==> src/rtl/eth_rx_pkg.sv <==
package eth_rx_pkg;
  localparam logic [31:0] CRC_POLY    = 32'h04C11DB7;
  localparam logic [31:0] CRC_PRESET  = 32'hFFFF_FFFF;
  localparam logic [31:0] CRC_RESIDUE = 32'hDEBB20E3;
  localparam logic [7:0]  PRE_BYTE    = 8'h55;
  localparam logic [7:0]  SFD_BYTE    = 8'hD5;

  typedef enum logic [1:0] {RX_IDLE, RX_HUNT, RX_BODY} rx_state_e;

  function automatic logic [31:0] reflect32(input logic [31:0] v);
    logic [31:0] r;
    for (int i = 0; i < 32; i++) r[i] = v[31-i];
    return r;
  endfunction

  // One byte through the reflected (LSB-first) CRC-32 register.
  function automatic logic [31:0] crc_step(input logic [31:0] crc, input logic [7:0] d);
    logic [31:0] c;
    c = crc ^ {24'd0, d};
    for (int i = 0; i < 8; i++)
      c = c[0] ? ((c >> 1) ^ reflect32(CRC_POLY)) : (c >> 1);
    return c;
  endfunction
endpackage

==> src/rtl/rx_crc32.sv <==
module rx_crc32
  import eth_rx_pkg::*;
(
  input  logic       clk,
  input  logic       rst_n,
  input  logic       clear,
  input  logic       en,
  input  logic [7:0] data,
  output logic       match
);
  logic [31:0] crc_q;

  always_ff @(posedge clk) begin
    if (!rst_n)     crc_q <= CRC_PRESET;
    else if (clear) crc_q <= CRC_PRESET;
    else if (en)    crc_q <= crc_step(crc_q, data);
  end

  assign match = (crc_q == CRC_RESIDUE);

  assert_crc_preset_R5: assert property (@(posedge clk) disable iff (!rst_n)
    clear |=> (crc_q == CRC_PRESET));
endmodule

==> src/rtl/rx_framer.sv <==
module rx_framer
  import eth_rx_pkg::*;
(
  input  logic       clk,
  input  logic       rst_n,
  input  logic       rx_dv,
  input  logic [7:0] rx_data,
  input  logic       crc_match,
  output logic       body_byte,
  output logic       sfd_hit,
  output logic       frame_ok,
  output logic       frame_err
);
  rx_state_e state_q;
  logic      seen_pre_q;
  logic      in_body;
  logic      frame_end;

  assign in_body   = (state_q == RX_BODY);
  assign body_byte = rx_dv && in_body;
  assign sfd_hit   = rx_dv && !in_body && seen_pre_q && (rx_data == SFD_BYTE);
  assign frame_end = !rx_dv && in_body;

  always_ff @(posedge clk) begin
    if (!rst_n) begin
      state_q    <= RX_IDLE;
      seen_pre_q <= 1'b0;
      frame_ok   <= 1'b0;
      frame_err  <= 1'b0;
    end else begin
      frame_ok  <= frame_end && crc_match;
      frame_err <= frame_end && !crc_match;
      if (!rx_dv) begin
        state_q    <= RX_IDLE;
        seen_pre_q <= 1'b0;
      end else if (!in_body) begin
        state_q    <= sfd_hit ? RX_BODY : RX_HUNT;
        seen_pre_q <= (rx_data == PRE_BYTE);
      end
    end
  end

  assert_status_excl_R8: assert property (@(posedge clk) disable iff (!rst_n)
    $onehot0({frame_ok, frame_err}));
  assert_status_pulse_R8: assert property (@(posedge clk) disable iff (!rst_n)
    (frame_ok || frame_err) |=> !(frame_ok || frame_err));
  assert_status_needs_body_R7: assert property (@(posedge clk) disable iff (!rst_n)
    $rose(frame_ok || frame_err) |-> $past(in_body && !rx_dv));
endmodule

==> src/rtl/rx_fifo.sv <==
module rx_fifo #(
  parameter int DEPTH = 16,
  parameter int WIDTH = 8
) (
  input  logic             clk,
  input  logic             rst_n,
  input  logic             push,
  input  logic [WIDTH-1:0] wdata,
  input  logic             pop,
  output logic [WIDTH-1:0] rdata,
  output logic             has_data,
  output logic             full
);
  localparam int AW = (DEPTH > 1) ? $clog2(DEPTH) : 1;
  localparam int CW = $clog2(DEPTH + 1);

  logic [WIDTH-1:0] mem [DEPTH];
  logic [AW-1:0]    wp_q, rp_q;
  logic [CW-1:0]    cnt_q;
  logic             do_push, do_pop;

  assign full     = (cnt_q == CW'(DEPTH));
  assign has_data = (cnt_q != '0);
  assign do_push  = push && !full;
  assign do_pop   = pop && has_data;
  assign rdata    = mem[rp_q];

  function automatic logic [AW-1:0] nxt(input logic [AW-1:0] p);
    return (p == AW'(DEPTH - 1)) ? '0 : p + 1'b1;
  endfunction

  always_ff @(posedge clk) begin
    if (do_push) mem[wp_q] <= wdata;
  end

  always_ff @(posedge clk) begin
    if (!rst_n) begin
      wp_q  <= '0;
      rp_q  <= '0;
      cnt_q <= '0;
    end else begin
      if (do_push) wp_q <= nxt(wp_q);
      if (do_pop)  rp_q <= nxt(rp_q);
      case ({do_push, do_pop})
        2'b10:   cnt_q <= cnt_q + 1'b1;
        2'b01:   cnt_q <= cnt_q - 1'b1;
        default: cnt_q <= cnt_q;
      endcase
    end
  end

  assert_no_overflow_R9: assert property (@(posedge clk) disable iff (!rst_n)
    (full && !pop) |=> full);
  assert_empty_pop_R10: assert property (@(posedge clk) disable iff (!rst_n)
    (!has_data && !push) |=> !has_data);
endmodule

==> src/rtl/eth_rx_fcs.sv <==
module eth_rx_fcs #(
  parameter int FIFO_DEPTH = 16
) (
  input  logic       clk,
  input  logic       rst_n,
  input  logic       rx_dv,
  input  logic [7:0] rx_data,
  input  logic       store_en,
  input  logic       rd_en,
  output logic [7:0] rd_data,
  output logic       fifo_has_data,
  output logic       fifo_full,
  output logic       frame_ok,
  output logic       frame_err
);
  logic body_byte;
  logic sfd_hit;
  logic crc_match;
  logic fifo_push;

  rx_framer u_framer (
    .clk, .rst_n, .rx_dv, .rx_data,
    .crc_match (crc_match),
    .body_byte (body_byte),
    .sfd_hit   (sfd_hit),
    .frame_ok  (frame_ok),
    .frame_err (frame_err)
  );

  rx_crc32 u_crc (
    .clk, .rst_n,
    .clear (sfd_hit),
    .en    (body_byte),
    .data  (rx_data),
    .match (crc_match)
  );

  assign fifo_push = body_byte && store_en;

  rx_fifo #(.DEPTH(FIFO_DEPTH), .WIDTH(8)) u_fifo (
    .clk, .rst_n,
    .push     (fifo_push),
    .wdata    (rx_data),
    .pop      (rd_en),
    .rdata    (rd_data),
    .has_data (fifo_has_data),
    .full     (fifo_full)
  );

  assert_store_gate_R4: assert property (@(posedge clk) disable iff (!rst_n)
    (!fifo_has_data && !(body_byte && store_en)) |=> !fifo_has_data);
endmodule

==> config.mk <==
export PLATFORM = sky130hd
export DESIGN_NAME = eth_rx_fcs
export DESIGN_NICKNAME = d
export VERILOG_FILES = /design/src/rtl/eth_rx_pkg.sv /design/src/rtl/rx_crc32.sv /design/src/rtl/rx_framer.sv /design/src/rtl/rx_fifo.sv /design/src/rtl/eth_rx_fcs.sv
export SDC_FILE = /design/constraint.sdc
export NUM_CORES = 1
export LEC_CHECK = 0
export BUFFER_PORTS_ARGS = -buffer_cell sky130_fd_sc_hd__buf_2
export CAP_MARGIN = 20
export CELL_PAD_IN_SITES_DETAIL_PLACEMENT = 0
export CELL_PAD_IN_SITES_GLOBAL_PLACEMENT = 1
export CORE_MARGIN = 2
export CORE_UTILIZATION = 45
export DETAILED_ROUTE_END_ITERATION = 8
export PLACE_DENSITY_LB_ADDON = 0.1
export SYNTH_ARGS = -nofsm -noshare
export SYNTH_HDL_FRONTEND = slang
export SYNTH_SLANG_ARGS = --single-unit
==> constraint.sdc <==
create_clock -name clk -period 6 [get_ports clk]
set_clock_uncertainty 0.05 [all_clocks]
set_input_delay 0.3 -clock clk [delete_from_list [all_inputs] [get_ports clk]]
set_output_delay 0.3 -clock clk [all_outputs]
set_load 0.1 [all_outputs]
==> flow_metrics.env <==
export IMPL_status="complete, no violations"
export IMPL_clockBufferDepth=2
export IMPL_placedCellCount=735
export IMPL_nets=551
export IMPL_antenna_found_initial=0
export IMPL_fill_cells=1477
export IMPL_peakVddDrop_uv=194
export IMPL_crit_chain="nand3b_1, buf_4, a211oi_1, inv_1, ha_1, xor2_1, ha_1, a21boi_0, o221ai_1, a21o_1, nand3b_1, mux2i_1"
export IMPL_register_area_um2=4930
export IMPL_cp_slowest_stage_delay_ns=0.66
export IMPL_reg2reg_setup_slack_ns=2.70
export IMPL_start_kind="flop"
export IMPL_worstHoldStart="rst_n"
export IMPL_layout_common_cells="128 x edfxtp_1, 53 x dfxtp_1, 42 x nand2_1"
export IMPL_synth_cells=504
export IMPL_synth_seq_cells=182
export IMPL_critical_path_reg2reg_startpoint="u_framer.state_q[0]"
export IMPL_end_kind="flop"
export IMPL_synth_edf_count=128
export IMPL_numCtsBuffers=17
export IMPL_syn_area_um2=7870
export IMPL_gr_total_overflow=0
export IMPL_grt_pass1_wl_um=25200
export IMPL_drive_gt1_share_pct=21.4
export IMPL_fin_area_um2=8810
export IMPL_period_share_pct=54.9
export IMPL_ys_seq_area_share_pct=62.6
export IMPL_cts_tree="done"
export IMPL_max_freq_mhz=303
export IMPL_power_leakage_nw=3.04
export IMPL_path_clk_slew_ns=0.07
export IMPL_slew_headroom_pct=54.7
export IMPL_ctsHtreeMaxLevel=4
export IMPL_r2r_end="u_fifo.cnt_q[4]"
export IMPL_finalCriticalPeriod_ns=3.30
export IMPL_drt_pass1_iterations=4
export IMPL_placementRows=48
export IMPL_drt_initial_drc_count=290
export IMPL_io_buffers=24
export IMPL_synthDistinctLibCells=44
export IMPL_holdPathEnd="u_fifo.wp_q[2]"
export IMPL_ioPinCount=25
export IMPL_yosys_warnings=0
export IMPL_async_reset_ff_share_pct=0
export IMPL_post_cts_resize_count=0
export IMPL_wirelength_um=15600
export IMPL_avgRoutedWirePerCell_um=20.3
export IMPL_grt_usage_pct=18.6
export IMPL_slowest_stage="a211oi_1"
export IMPL_clock_latency_ns=0.43
export IMPL_grt_pass1_vias=4299
export IMPL_cts_hold_buf=0
export IMPL_final_common_cell="edfxtp_1"
export IMPL_core_um2=17200
export IMPL_critical_path_class="reg2reg"
export IMPL_hold_class="in2reg"
export IMPL_die_w_um=136
export IMPL_diodes=0
export IMPL_dp_hpwl_um=10300
export IMPL_hold_violations=0
export IMPL_dr_wl_met3_um=455
export IMPL_place_area_um2=8220
export IMPL_hold_depth=2
export IMPL_rsz0062_at_grt="no"
export IMPL_die_area_um2=18600
export IMPL_finalSetupViolCount=0
export IMPL_synth_net_count=526
export IMPL_die_y_um=136
export IMPL_final_setup_tns_ns=0
export IMPL_rr_worst_depth=12
export IMPL_fin_cells=767
export IMPL_drc_errors=0
export IMPL_p_per_area_nw_per_um2=293
export IMPL_cts_root_buffer="clkbuf_16"
export IMPL_top_layer_used="met4"
export IMPL_cts_sinks=182
export IMPL_path_max_fanout=65
export IMPL_drv_slew=0
export IMPL_grt_max_degree=66
export IMPL_multiInputGateArea_um2=2830
export IMPL_num_vias=4131
export IMPL_synth_avg_cell_area_um2=15.6
export IMPL_whs_ns=0.0983
export IMPL_wl_met2_um=7610
export IMPL_cap_violations=0
export IMPL_wl_met1_um=7380
export IMPL_postCtsSetupBuffers=0
export IMPL_synth_flop_cell="edfxtp_1"
export IMPL_vias_per_cell=5.39
export IMPL_cp_required_ns=6.31
export IMPL_syn2layout_area_growth_pct=12.0
export IMPL_worstMarginPinSlew_ns=0.675
export IMPL_power_mw=2.58
export IMPL_worstPathArrival_ns=3.61
export IMPL_ant_nets=0
export IMPL_gp_congestion=0.789
export IMPL_start_util_pct=45.8
## metal layers
| layer | up-vias | GRT usage, % |
|---|---|---|
| met3 | 15 | 4.29 |
| met4 | 0 | 4.51 |
| met2 | 57 | 29.9 |
| met5 | - | 0 |
| met1 | 2098 | 25.7 |
| li1 | 1961 | - |
## through the flow
stage	util (%)	setup slack, ns
floorplan	-	3.26
global placement	47.9	2.75
detailed placement	47.9	2.62
CTS	51.3	2.65
global route	51.3	2.34
finish	51.3	2.70
## how the worst max path moves through the flow
| stage | slack (ns) | endpoint | depth (start not counted) | from |
|---|---|---|---|---|
| floorplan | 3.26 | u_fifo.cnt_q[3] | 10 | u_fifo.cnt_q[1] |
| global placement | 2.75 | u_fifo.cnt_q[4] | 13 | rx_dv |
| detailed placement | 2.62 | u_fifo.cnt_q[4] | 13 | rx_dv |
| CTS | 2.65 | u_fifo.cnt_q[4] | 12 | u_framer.state_q[0] |
| global route | 2.34 | u_fifo.cnt_q[4] | 12 | u_framer.state_q[0] |
| finish | 2.70 | u_fifo.cnt_q[4] | 12 | u_framer.state_q[0] |
## cells in the mapped netlist (2+ instances only)
| cell type | number | area (µm²) |
|---|---|---|
| mux2i_1 | 4 | 40.0 |
| or3b_2 | 2 | 17.5 |
| and3_1 | 4 | 25.0 |
| a21oi_1 | 10 | 50.1 |
| nor4_1 | 3 | 18.8 |
| nor2b_1 | 4 | 25.0 |
| nor2_1 | 14 | 52.6 |
| inv_1 | 9 | 33.8 |
| ha_1 | 9 | 113 |
| dfxtp_1 | 54 | 1080 |
| nand3_1 | 2 | 10.0 |
| xnor2_1 | 36 | 315 |
| a21o_1 | 2 | 15.0 |
| nand3b_1 | 3 | 22.5 |
| buf_2 | 4 | 20.0 |
| xnor2_4 | 6 | 165 |
| nand4b_1 | 6 | 52.6 |
| nor3_1 | 4 | 20.0 |
| edfxtp_1 | 128 | 3840 |
| a21boi_0 | 2 | 15.0 |
| a31oi_1 | 3 | 18.8 |
| or3_1 | 3 | 18.8 |
| and2_1 | 14 | 87.6 |
| o21ai_0 | 3 | 15.0 |
| clkbuf_1 | 16 | 60.1 |
| xnor2_2 | 5 | 81.3 |
| mux4_2 | 40 | 901 |
| xor2_1 | 26 | 228 |
| o211ai_1 | 31 | 233 |
| nand2_1 | 42 | 158 |
| buf_1 | 2 | 7.51 |
## critical path, delay by kind of cell, from the launching register on
kind | cells | cell delay (ns)
AO/OA/AOI/OAI | 4 | 1.20
XOR/XNOR | 1 | 0.19
adder cells (fa/ha/maj) | 2 | 0.56
buffers and inverters | 2 | 0.52
flip-flops | 1 | 0.31
multiplexers | 1 | 0.17
AND/OR/NAND/NOR | 2 | 0.24
## registers in the layout, indices dropped and copies added (netlist names), named ones only
signal,count
u_framer.frame_err,1
u_fifo.rp_q,4
u_fifo.wp_q,4
u_framer.frame_ok,1
u_framer.state_q,2
u_framer.seen_pre_q,1
u_fifo.mem,128
u_fifo.cnt_q,5
u_crc.crc_q,32
## logic make-up (layout without fill, tap and decap cells)
| family | after synthesis | after routing | share of synthesized area (%) |
|---|---|---|---|
| AOI/OAI and AO/OA | 57 | 57 | 5.07 |
| DFF | 182 | 182 | 62.6 |
| and+or+nand+nor | 107 | 107 | 7.11 |
| adders and majority gates | 9 | 9 | 1.43 |
| buffers and inverters | 31 | 69 | 1.54 |
| xor gates and xnor gates | 74 | 74 | 10.3 |
| muxes | 44 | 44 | 12.0 |
## power breakdown
part / internal, mW / total (mW) / switching, mW
clock: 0.625 / 1.11 / 0.489
sequential: 1.34 / 1.34 / 0.000150
combinational: 0.0503 / 0.123 / 0.0732
## layout make-up
class | count | area share (%)
Multi-Input combinational cell | 291 | 32.1
Clock buffer | 17 | 4.83
Timing Repair Buffer | 28 | 1.70
Inverter | 9 | 0.383
Clock inverter | 15 | 1.90
Tap cell | 225 | 3.19
Sequential cell | 182 | 55.9
Note: power is estimated with default switching activity, not from simulation.
